## config.mk

```make
export PLATFORM = sky130hd
export DESIGN_NAME = dpath_selftest
export DESIGN_NICKNAME = d
export VERILOG_FILES = /design/src/rtl/dpath_selftest_pkg.sv /design/src/rtl/dpath_selftest_ctrl.sv /design/src/rtl/dpath_selftest_dp.sv /design/src/rtl/dpath_selftest.sv
export SDC_FILE = /design/constraint.sdc
export NUM_CORES = 1
export LEC_CHECK = 0
export ABC_AREA = 1
export CORE_ASPECT_RATIO = 2
export CORE_MARGIN = 2
export CORE_UTILIZATION = 45
export CTS_CLUSTER_DIAMETER = 120
export CTS_CLUSTER_SIZE = 40
export DETAILED_ROUTE_END_ITERATION = 16
export DONT_BUFFER_PORTS = 1
export PLACE_DENSITY = 0.73
export SYNTH_ARGS = -nofsm -noshare
export SYNTH_HDL_FRONTEND = slang
export SYNTH_SLANG_ARGS = --single-unit
```

## constraint.sdc

```tcl
create_clock -name clk -period 1.9 [get_ports clk]
set_input_delay 0.19 -clock clk [delete_from_list [all_inputs] [get_ports clk]]
set_output_delay 0.19 -clock clk [all_outputs]
set_load 0.02 [all_outputs]
```

## src/rtl/dpath_selftest_pkg.sv

```systemverilog
`timescale 1ns/1ps
package dpath_selftest_pkg;

  // strobes from the sequencing control to the datapath
  typedef struct packed {
    logic start;     // test accepted this cycle
    logic step;      // valid cycle of an active run
    logic finish;    // last valid cycle of the run
    logic injA;      // replace channel A samples
    logic injB;      // replace channel B samples
    logic sigFromB;  // report channel B signature
  } bistStrb_t;

endpackage

```

## src/rtl/dpath_selftest_ctrl.sv

```systemverilog
`timescale 1ns/1ps
module dpath_selftest_ctrl
  import dpath_selftest_pkg::*;
#(
  parameter int RUN_LEN = 512
) (
  input  logic       clk,
  input  logic       rstN,
  input  logic       startPulse,
  input  logic [1:0] chanSel,
  input  logic       sampleValid,
  output bistStrb_t  strb,
  output logic       doneFlag
);

  localparam int CNT_W = $clog2(RUN_LEN);
  localparam logic [CNT_W-1:0] LAST_CNT = CNT_W'(RUN_LEN - 1);

  logic             runningQ;
  logic             doneQ;
  logic [CNT_W-1:0] cntQ;
  logic [1:0]       chanQ;
  logic             startAcc;
  logic             stepNow;
  logic             finishNow;

  assign startAcc  = startPulse && !runningQ && (chanSel != 2'b00);
  assign stepNow   = runningQ && sampleValid;
  assign finishNow = stepNow && (cntQ == LAST_CNT);

  always_ff @(posedge clk or negedge rstN) begin
    if (!rstN) begin
      runningQ <= 1'b0;
      doneQ    <= 1'b0;
      cntQ     <= '0;
      chanQ    <= 2'b00;
    end else if (startAcc) begin
      runningQ <= 1'b1;
      doneQ    <= 1'b0;
      cntQ     <= '0;
      chanQ    <= chanSel;
    end else if (finishNow) begin
      runningQ <= 1'b0;
      doneQ    <= 1'b1;
      cntQ     <= '0;
    end else if (stepNow) begin
      cntQ <= cntQ + 1'b1;
    end
  end

  always_comb begin
    strb.start    = startAcc;
    strb.step     = stepNow;
    strb.finish   = finishNow;
    strb.injA     = runningQ && chanQ[0];
    strb.injB     = runningQ && chanQ[1];
    strb.sigFromB = !chanQ[0];
  end

  assign doneFlag = doneQ;

  // done only rises directly out of an active run
  a_r3_done_after_run: assert property (@(posedge clk) disable iff (!rstN)
    $rose(doneQ) |-> $past(runningQ));

  // done holds until a start request arrives
  a_r7_done_holds: assert property (@(posedge clk) disable iff (!rstN)
    (doneQ && !startPulse) |=> doneQ);

  // a start during a run that is not ending keeps the run and its selection
  a_r9_busy_start_ignored: assert property (@(posedge clk) disable iff (!rstN)
    (runningQ && startPulse && !(sampleValid && cntQ == LAST_CNT))
      |=> (runningQ && $stable(chanQ)));

  // an empty selection never starts a test
  a_r10_empty_sel_ignored: assert property (@(posedge clk) disable iff (!rstN)
    (!runningQ && startPulse && chanSel == 2'b00) |=> !runningQ);

endmodule

```

## src/rtl/dpath_selftest_dp.sv

```systemverilog
`timescale 1ns/1ps
module dpath_selftest_dp
  import dpath_selftest_pkg::*;
#(
  parameter int                SAMPLE_W    = 16,
  parameter int                LFSR_W      = 9,
  parameter int                TAP_LO      = 5,
  parameter int                ADDR_W      = 8,
  parameter int                REG_W       = 8,
  parameter logic [SAMPLE_W-1:0] MISR_POLY = 16'h1021,
  parameter logic [ADDR_W-1:0] CFG_ADDR    = 8'h0E,
  parameter logic [ADDR_W-1:0] SIG_LO_ADDR = 8'h24,
  parameter logic [ADDR_W-1:0] SIG_HI_ADDR = 8'h25,
  parameter int                RESTART_BIT = 2
) (
  input  logic                clk,
  input  logic                rstN,
  input  bistStrb_t           strb,
  input  logic                regWrEn,
  input  logic [ADDR_W-1:0]   regAddr,
  input  logic [REG_W-1:0]    regWrData,
  output logic [REG_W-1:0]    regRdData,
  input  logic [SAMPLE_W-1:0] convA,
  input  logic [SAMPLE_W-1:0] convB,
  output logic [SAMPLE_W-1:0] toDpA,
  output logic [SAMPLE_W-1:0] toDpB,
  input  logic [SAMPLE_W-1:0] retA,
  input  logic [SAMPLE_W-1:0] retB
);

  localparam logic [LFSR_W-1:0] SEED = '1;

  logic [LFSR_W-1:0]   lfsrQ;
  logic                feedback;
  logic [SAMPLE_W-1:0] stim;
  logic [SAMPLE_W-1:0] misrAQ, misrBQ;
  logic [SAMPLE_W-1:0] misrANext, misrBNext;
  logic [SAMPLE_W-1:0] sigQ;
  logic [REG_W-1:0]    cfgQ;

  function automatic logic [SAMPLE_W-1:0] misrStep(
    input logic [SAMPLE_W-1:0] m,
    input logic [SAMPLE_W-1:0] d
  );
    misrStep = {m[SAMPLE_W-2:0], 1'b0} ^ (m[SAMPLE_W-1] ? MISR_POLY : '0) ^ d;
  endfunction

  // stimulus generator
  assign feedback = lfsrQ[LFSR_W-1] ^ lfsrQ[TAP_LO-1];

  always_ff @(posedge clk or negedge rstN) begin
    if (!rstN) begin
      lfsrQ <= SEED;
    end else if (strb.start && cfgQ[RESTART_BIT]) begin
      lfsrQ <= SEED;
    end else if (strb.step) begin
      lfsrQ <= {lfsrQ[LFSR_W-2:0], feedback};
    end
  end

  // widen the generator state to the sample width, wrapping from the MSB
  for (genvar i = 0; i < SAMPLE_W; i++) begin : g_widen
    assign stim[SAMPLE_W-1-i] = lfsrQ[LFSR_W-1-(i % LFSR_W)];
  end

  // injection at the datapath entry
  assign toDpA = strb.injA ? stim  : convA;
  assign toDpB = strb.injB ? ~stim : convB;

  // signature compression
  assign misrANext = misrStep(misrAQ, retA);
  assign misrBNext = misrStep(misrBQ, retB);

  always_ff @(posedge clk or negedge rstN) begin
    if (!rstN) begin
      misrAQ <= '0;
      misrBQ <= '0;
    end else if (strb.start) begin
      misrAQ <= '0;
      misrBQ <= '0;
    end else if (strb.step) begin
      misrAQ <= misrANext;
      misrBQ <= misrBNext;
    end
  end

  // result placement
  always_ff @(posedge clk or negedge rstN) begin
    if (!rstN) begin
      sigQ <= '0;
    end else if (strb.finish) begin
      sigQ <= strb.sigFromB ? misrBNext : misrANext;
    end
  end

  // configuration byte
  always_ff @(posedge clk or negedge rstN) begin
    if (!rstN) begin
      cfgQ <= '0;
    end else if (regWrEn && regAddr == CFG_ADDR) begin
      cfgQ <= regWrData;
    end
  end

  always_comb begin
    regRdData = '0;
    if (regAddr == CFG_ADDR)    regRdData = cfgQ;
    if (regAddr == SIG_LO_ADDR) regRdData = sigQ[REG_W-1:0];
    if (regAddr == SIG_HI_ADDR) regRdData = sigQ[2*REG_W-1:REG_W];
  end

  // the generator never locks up in the all-zero state
  a_r2_lfsr_live: assert property (@(posedge clk) disable iff (!rstN)
    lfsrQ != '0);

  // register writes never disturb the reported signature
  a_r5_sig_readonly: assert property (@(posedge clk) disable iff (!rstN)
    (regWrEn && !strb.finish) |=> $stable(sigQ));

  // compression registers only move on valid run cycles or a start
  a_r4_misr_quiet: assert property (@(posedge clk) disable iff (!rstN)
    (!strb.step && !strb.start) |=> ($stable(misrAQ) && $stable(misrBQ)));

endmodule

```

## src/rtl/dpath_selftest.sv

```systemverilog
`timescale 1ns/1ps
module dpath_selftest
  import dpath_selftest_pkg::*;
#(
  parameter int                SAMPLE_W    = 16,
  parameter int                LFSR_W      = 9,
  parameter int                TAP_LO      = 5,
  parameter int                RUN_LEN     = 512,
  parameter int                ADDR_W      = 8,
  parameter int                REG_W       = 8,
  parameter logic [SAMPLE_W-1:0] MISR_POLY = 16'h1021,
  parameter logic [ADDR_W-1:0] CFG_ADDR    = 8'h0E,
  parameter logic [ADDR_W-1:0] SIG_LO_ADDR = 8'h24,
  parameter logic [ADDR_W-1:0] SIG_HI_ADDR = 8'h25,
  parameter int                RESTART_BIT = 2
) (
  input  logic                clk,
  input  logic                rstN,
  input  logic                regWrEn,
  input  logic [ADDR_W-1:0]   regAddr,
  input  logic [REG_W-1:0]    regWrData,
  output logic [REG_W-1:0]    regRdData,
  input  logic                startPulse,
  input  logic [1:0]          chanSel,
  input  logic                sampleValid,
  input  logic [SAMPLE_W-1:0] convA,
  input  logic [SAMPLE_W-1:0] convB,
  output logic [SAMPLE_W-1:0] toDpA,
  output logic [SAMPLE_W-1:0] toDpB,
  input  logic [SAMPLE_W-1:0] retA,
  input  logic [SAMPLE_W-1:0] retB,
  output logic                bistDone
);

  bistStrb_t strb;

  dpath_selftest_ctrl #(
    .RUN_LEN (RUN_LEN)
  ) ctrl_i (
    .clk         (clk),
    .rstN        (rstN),
    .startPulse  (startPulse),
    .chanSel     (chanSel),
    .sampleValid (sampleValid),
    .strb        (strb),
    .doneFlag    (bistDone)
  );

  dpath_selftest_dp #(
    .SAMPLE_W    (SAMPLE_W),
    .LFSR_W      (LFSR_W),
    .TAP_LO      (TAP_LO),
    .ADDR_W      (ADDR_W),
    .REG_W       (REG_W),
    .MISR_POLY   (MISR_POLY),
    .CFG_ADDR    (CFG_ADDR),
    .SIG_LO_ADDR (SIG_LO_ADDR),
    .SIG_HI_ADDR (SIG_HI_ADDR),
    .RESTART_BIT (RESTART_BIT)
  ) dp_i (
    .clk       (clk),
    .rstN      (rstN),
    .strb      (strb),
    .regWrEn   (regWrEn),
    .regAddr   (regAddr),
    .regWrData (regWrData),
    .regRdData (regRdData),
    .convA     (convA),
    .convB     (convB),
    .toDpA     (toDpA),
    .toDpB     (toDpB),
    .retA      (retA),
    .retB      (retB)
  );

  // with no test running and done set, both channels pass through
  a_r1_idle_passthru: assert property (@(posedge clk) disable iff (!rstN)
    bistDone |-> (toDpA == convA && toDpB == convB));

endmodule

```

Word level (Yosys, flattened, before mapping)
Index checks and enable logic that the tools add are counted.

Add/subtract/negate cells: 1. $mul: 0. Div/mod/pow operators: 0. Magnitude comparators: 0. Eq/ne operators: 4. Shift operators: 0. Muxes and demuxes: 21. Bitwise operators: 6. Reductions and logical operators: 14.

Operator list (count): two-way mux 16 bit (7); XOR 16 bit (4); two-way mux 9 bit (5); two-way mux 13 bit (2); two-way mux 8 bit (3); == test 8 x 6 -> 1 bit (second input constant) (2); inverter 16 bit (1); adder 9 x 1 -> 9 bit (second input constant) (1); == test 9 bit (second input constant) (1); == test 8 x 4 -> 1 bit (second input constant) (1); logical AND 1 bit (8); nonzero test 2 bit (4); two-way mux 1 bit (4); nonzero test 3 bit (1); zero test 1 bit (1); XOR 1 bit (1).

Bits in registers: 78. Latch bits: 0. Memory bits (writable): 0. Bits in read-only memories: 0. Input bits: 87. Output and inout bits: 41. Memories kept: 0.

Depth between registers and ports, before layout
Depth after elaboration: 5. Depth in mapped cells: 13. Depth with buffers taken out: 13.

Modules after synthesis
From an unflattened synthesis, not the netlist that was laid out.

Cell total of the unflattened synthesis: 592. Area total of the unflattened synthesis: 4455.5 µm².

By module, submodules not included: dpath_selftest_dp (times used 1, cells an instance 480, area an instance 3654.8 µm²); dpath_selftest_ctrl (times used 1, cells an instance 112, area an instance 800.8 µm²).

Worst setup path before layout
OpenSTA, ideal clock, no wires.

Path type: flip-flop to flip-flop. Start point: register ctrl_i.cntQ[0]. End point: register dp_i.sigQ[6]. Setup time: 0.117 ns. Data arrival time: 1.648 ns. Required time: 1.783 ns. Slack: 0.134 ns. Stages on the path, launching flop included: 13. Clock period less this slack: 1.766 ns. Path through: dfrtp_1 > ha_1 > nand2_1 > nor2_1 > nand2_1 > nor2_1 > ha_1 > inv_1 > nor2_4 > inv_1 > buf_2 > nand2_1 > nand2_1.

Word-level cells in the longest chain between the ends: 2.

Ends and longest elaborated chain: start: declaration (RTL line dpath_selftest_ctrl.sv:21) `logic [CNT_W-1:0] cntQ;`; start signal: assignment (RTL line dpath_selftest_ctrl.sv:47) `cntQ <= cntQ + 1'b1;`; == test 9 bit (RTL line dpath_selftest_ctrl.sv:29) `assign finishNow = stepNow && (cntQ == LAST_CNT);`; logical AND 1 bit (RTL line dpath_selftest_ctrl.sv:29); end signal: assignment (RTL line dpath_selftest_dp.sv:92) `sigQ <= strb.sigFromB ? misrBNext : misrANext;`; end: declaration (RTL line dpath_selftest_dp.sv:38) `logic [SAMPLE_W-1:0] sigQ;`.

Every way passes these cells. A chain may end at the register's enable or synchronous reset.

Final worst setup path
Start point: register ctrl_i.cntQ[0]. End point: register dp_i.sigQ[14].

The elaborated chain is that of the path after synthesis.

==> flow_summary.json <==
{
  "outcome": "finished with violations",
  "violations": "hold timing",
  "cts_tree": "yes",
  "nFillCells": 923,
  "synth_cell_types": 31,
  "avgSynthCellArea_sq_um": 7.61,
  "grt_overflow": 0,
  "ys_ff_latch": 78,
  "synthCells": 560,
  "num_rows": 50,
  "htree_num_levels": 3,
  "slowest_stage": "dfrtp_1",
  "io_buffers": 0,
  "cts_hold_buf": 7,
  "clockRootBuffer": "clkbuf_16",
  "syn-num-nets": 649,
  "design.portCount": 128,
  "via_per_inst": 5.40,
  "r2r-end": "dp_i.sigQ[14]$_DFFE_PN0P_",
  "ys_seq_area_frac": 0.461,
  "cp.arrival_ps": 2090,
  "clock_skew_ps": 7.20,
  "ir_drop_v": 0.000505,
  "slowest_delay_ps": 360,
  "power_leakage_nw": 2.39,
  "grt_pass1_vias": 3700,
  "setup_viol": 0,
  "tightest_slew_ps": 560,
  "die_width_microns": 72.8,
  "clk_latency_ps": 330,
  "end_kind": "flip-flop",
  "num_vias": 3690,
  "critical_path.endpoint": "dp_i.sigQ[14]$_DFFE_PN0P_",
  "hold_class": "in2async",
  "drt_iter0_drc": 148,
  "synthMostInstantiatedCell": "nand2_1",
  "wl_met1_microns": 3870,
  "nNetsFinal": 664,
  "synthToLayoutAreaGrowth_pct": 11.5,
  "critPathLaunch": "ctrl_i.cntQ[0]$_DFFE_PN0P_",
  "synth.yosys.warnings": 0,
  "diodes": 0,
  "drive_gt1_frac": 0.100,
  "worstSetupPathType": "reg2reg",
  "reg2reg_slack_ps": 30,
  "synthTopCellsByCount": "235 x nand2_1, 69 x dfrtp_1, 48 x nand3_1",
  "place_congestion": 0.829,
  "period_share": 0.986,
  "rsz0062_at_grt": "true",
  "power.density_nw_per_um2": 1000,
  "grt_max_degree": 79,
  "path_max_fanout": 8,
  "maxCapViolations": 0,
  "path_cells": "ha_2, nand2_2, nor2_4, nand2_2, nor2_1, ha_2, inv_2, nor2_4, clkinvlp_4, nand2_1, nand2_1",
  "fmax_mhz": 534,
  "wire_per_inst_microns": 15.3,
  "grt_pass1_wl_microns": 16700,
  "slew_headroom": 0.625,
  "async_reset_ff_frac": 1.00,
  "synth_edf_count": 0,
  "initial_utilization": 0.460,
  "ctsLongestPathBuffers": 2,
  "dp_hpwl_microns": 7840,
  "top_layer_used": "met4",
  "yosysTopAreaCellShare": 0.405,
  "firstDrtPassIters": 4,
  "synth_area_leaders": "dfrtp_1 41%, nand2_1 21%, xnor2_1 5.8%",
  "routed_wl_microns": 10400,
  "drc": 0,
  "regToRegStartpoint": "ctrl_i.cntQ[0]$_DFFE_PN0P_",
  "numCtsBuffers": 9,
  "synth_top_area_cell": "dfrtp_1",
  "timing.hold.ws_ps": -450,
  "critPathLaunchType": "flip-flop",
  "die_y_microns": 142,
  "core-area_sq_um": 9260,
  "multi_input_area_sq_um": 2010,
  "crit_required_ps": 2120,
  "antenna_found_initial": 0,
  "wl_met2_microns": 5620,
  "hold_violations": 78,
  "min_period_ps": 1870,
  "r2r.worst_path.cells": 11,
  "ant_nets": 0,
  "clkSinkCount": 78,
  "synthFlopType": "dfrtp_1",
  "synth_area_sq_um": 4260,
  "regArea_sq_um": 1960,
  "clk_pin_slew_worst_paths_ps": 60,
  "met3_length_microns": 569,
  "grt_use_total": 0.207,
  "dieArea_sq_um": 10300,
  "slew_violations": 0,
  "final_util": 0.513
}
registers in the layout, indices dropped and copies added, names as in the netlist:
signal / flops
dp_i.lfsrQ: 9
dp_i.misrBQ: 16
dp_i.misrAQ: 16
ctrl_i.runningQ: 1
ctrl_i.doneFlag: 1
dp_i.sigQ: 16
dp_i.cfgQ: 8
ctrl_i.cntQ: 9
ctrl_i.chanQ: 2
how the worst min path moves through the flow:
stage               from  slack, ps  depth (start not counted)                     endpoint
finish              rstN       -450                          0   ctrl_i.cntQ[1]$_DFFE_PN0P_
global placement    rstN       -100                          0   ctrl_i.cntQ[4]$_DFFE_PN0P_
floorplan           rstN       -110                          0  ctrl_i.chanQ[0]$_DFFE_PN0N_
CTS                 rstN       -460                          0   ctrl_i.cntQ[2]$_DFFE_PN0P_
detailed placement  rstN       -100                          0   ctrl_i.cntQ[2]$_DFFE_PN0P_
global route        rstN       -460                          0   ctrl_i.cntQ[1]$_DFFE_PN0P_
metal layers:
layer,global-route usage,vias up
met4,0.0897,0
met2,0.368,115
met3,0.0476,20
li1,-,1819
met1,0.230,1736
met5,0,-
through the flow:
| step | instances | instance area [sq um] | setup TNS (ps) | total power, mW | setup WS (ps) |
|---|---|---|---|---|---|
| floorplan | 560 | 4260 | 0 | 2.95 | 134 |
| CTS | 681 | 4720 | 0 | 4.78 | 13.8 |
| global placement | 657 | 4360 | 0 | 3.15 | 79.2 |
| finish | 683 | 4750 | 0 | 4.76 | 26.2 |
| global route | 683 | 4750 | -506 | 5.03 | -52.8 |
| detailed placement | 657 | 4360 | -86.9 | 3.19 | -17.2 |
cell usage in the layout, fill, tap and decap left out, drive strengths merged, types with 6 or more instances in the layout:
cell type    synthesis  routed
a21oi               11      11
buf                 15      16
clkbuf               5      14
dfrtp               69      69
dfstp                9       9
dlygate4sd3          0       7
inv                 47      46
nand2              236     236
nand3               48      48
nor2                19      19
o211ai               9       9
o21ai               47      47
o22ai                6       6
xnor2               28      28
logic make-up after synthesis:
family,Yosys count,synth area share
AO/OA/AOI/OAI,77,0.102
adder cells (fa/ha/maj),2,0.00587
AND/OR/NAND/NOR,307,0.301
buffers and inverters,68,0.0729
flip-flops,78,0.461
XOR/XNOR,28,0.0576
area by class of cell:
cell class / count / area share
inverters: 48 / 0.0387
well taps: 104 / 0.0274
repair inverters: 1 / 0.00158
flip-flops and latches: 78 / 0.413
repair buffers: 23 / 0.0400
clock inverters: 1 / 0.00105
multi-input cells: 414 / 0.422
clock buffers: 14 / 0.0556
critical path: cells and delay by family (launching register included):
kind                       cells  cell delay (ps)
and+or+nand+nor                7              710
adders and majority gates      2              400
DFF                            1              360
buffers and inverters          2              280
report_power, final:
part | switching [mW] | internal (mW) | total, mW
clock network | 0.608 | 0.947 | 1.56
registers | 0.219 | 1.97 | 2.19
logic | 0.625 | 0.397 | 1.02
total | 1.45 | 3.31 | 4.76
timing repair:
action / in CTS / in global routing
hold endpoints to repair: 85 / 78
setup buffers: 1 / 2
pin swaps: 2 / 4
gates resized for setup: 4 / 6
setup endpoints to repair: 16 / 19
gates cloned: 1 / 0
No activity file was read; power rests on OpenSTA's default activity.
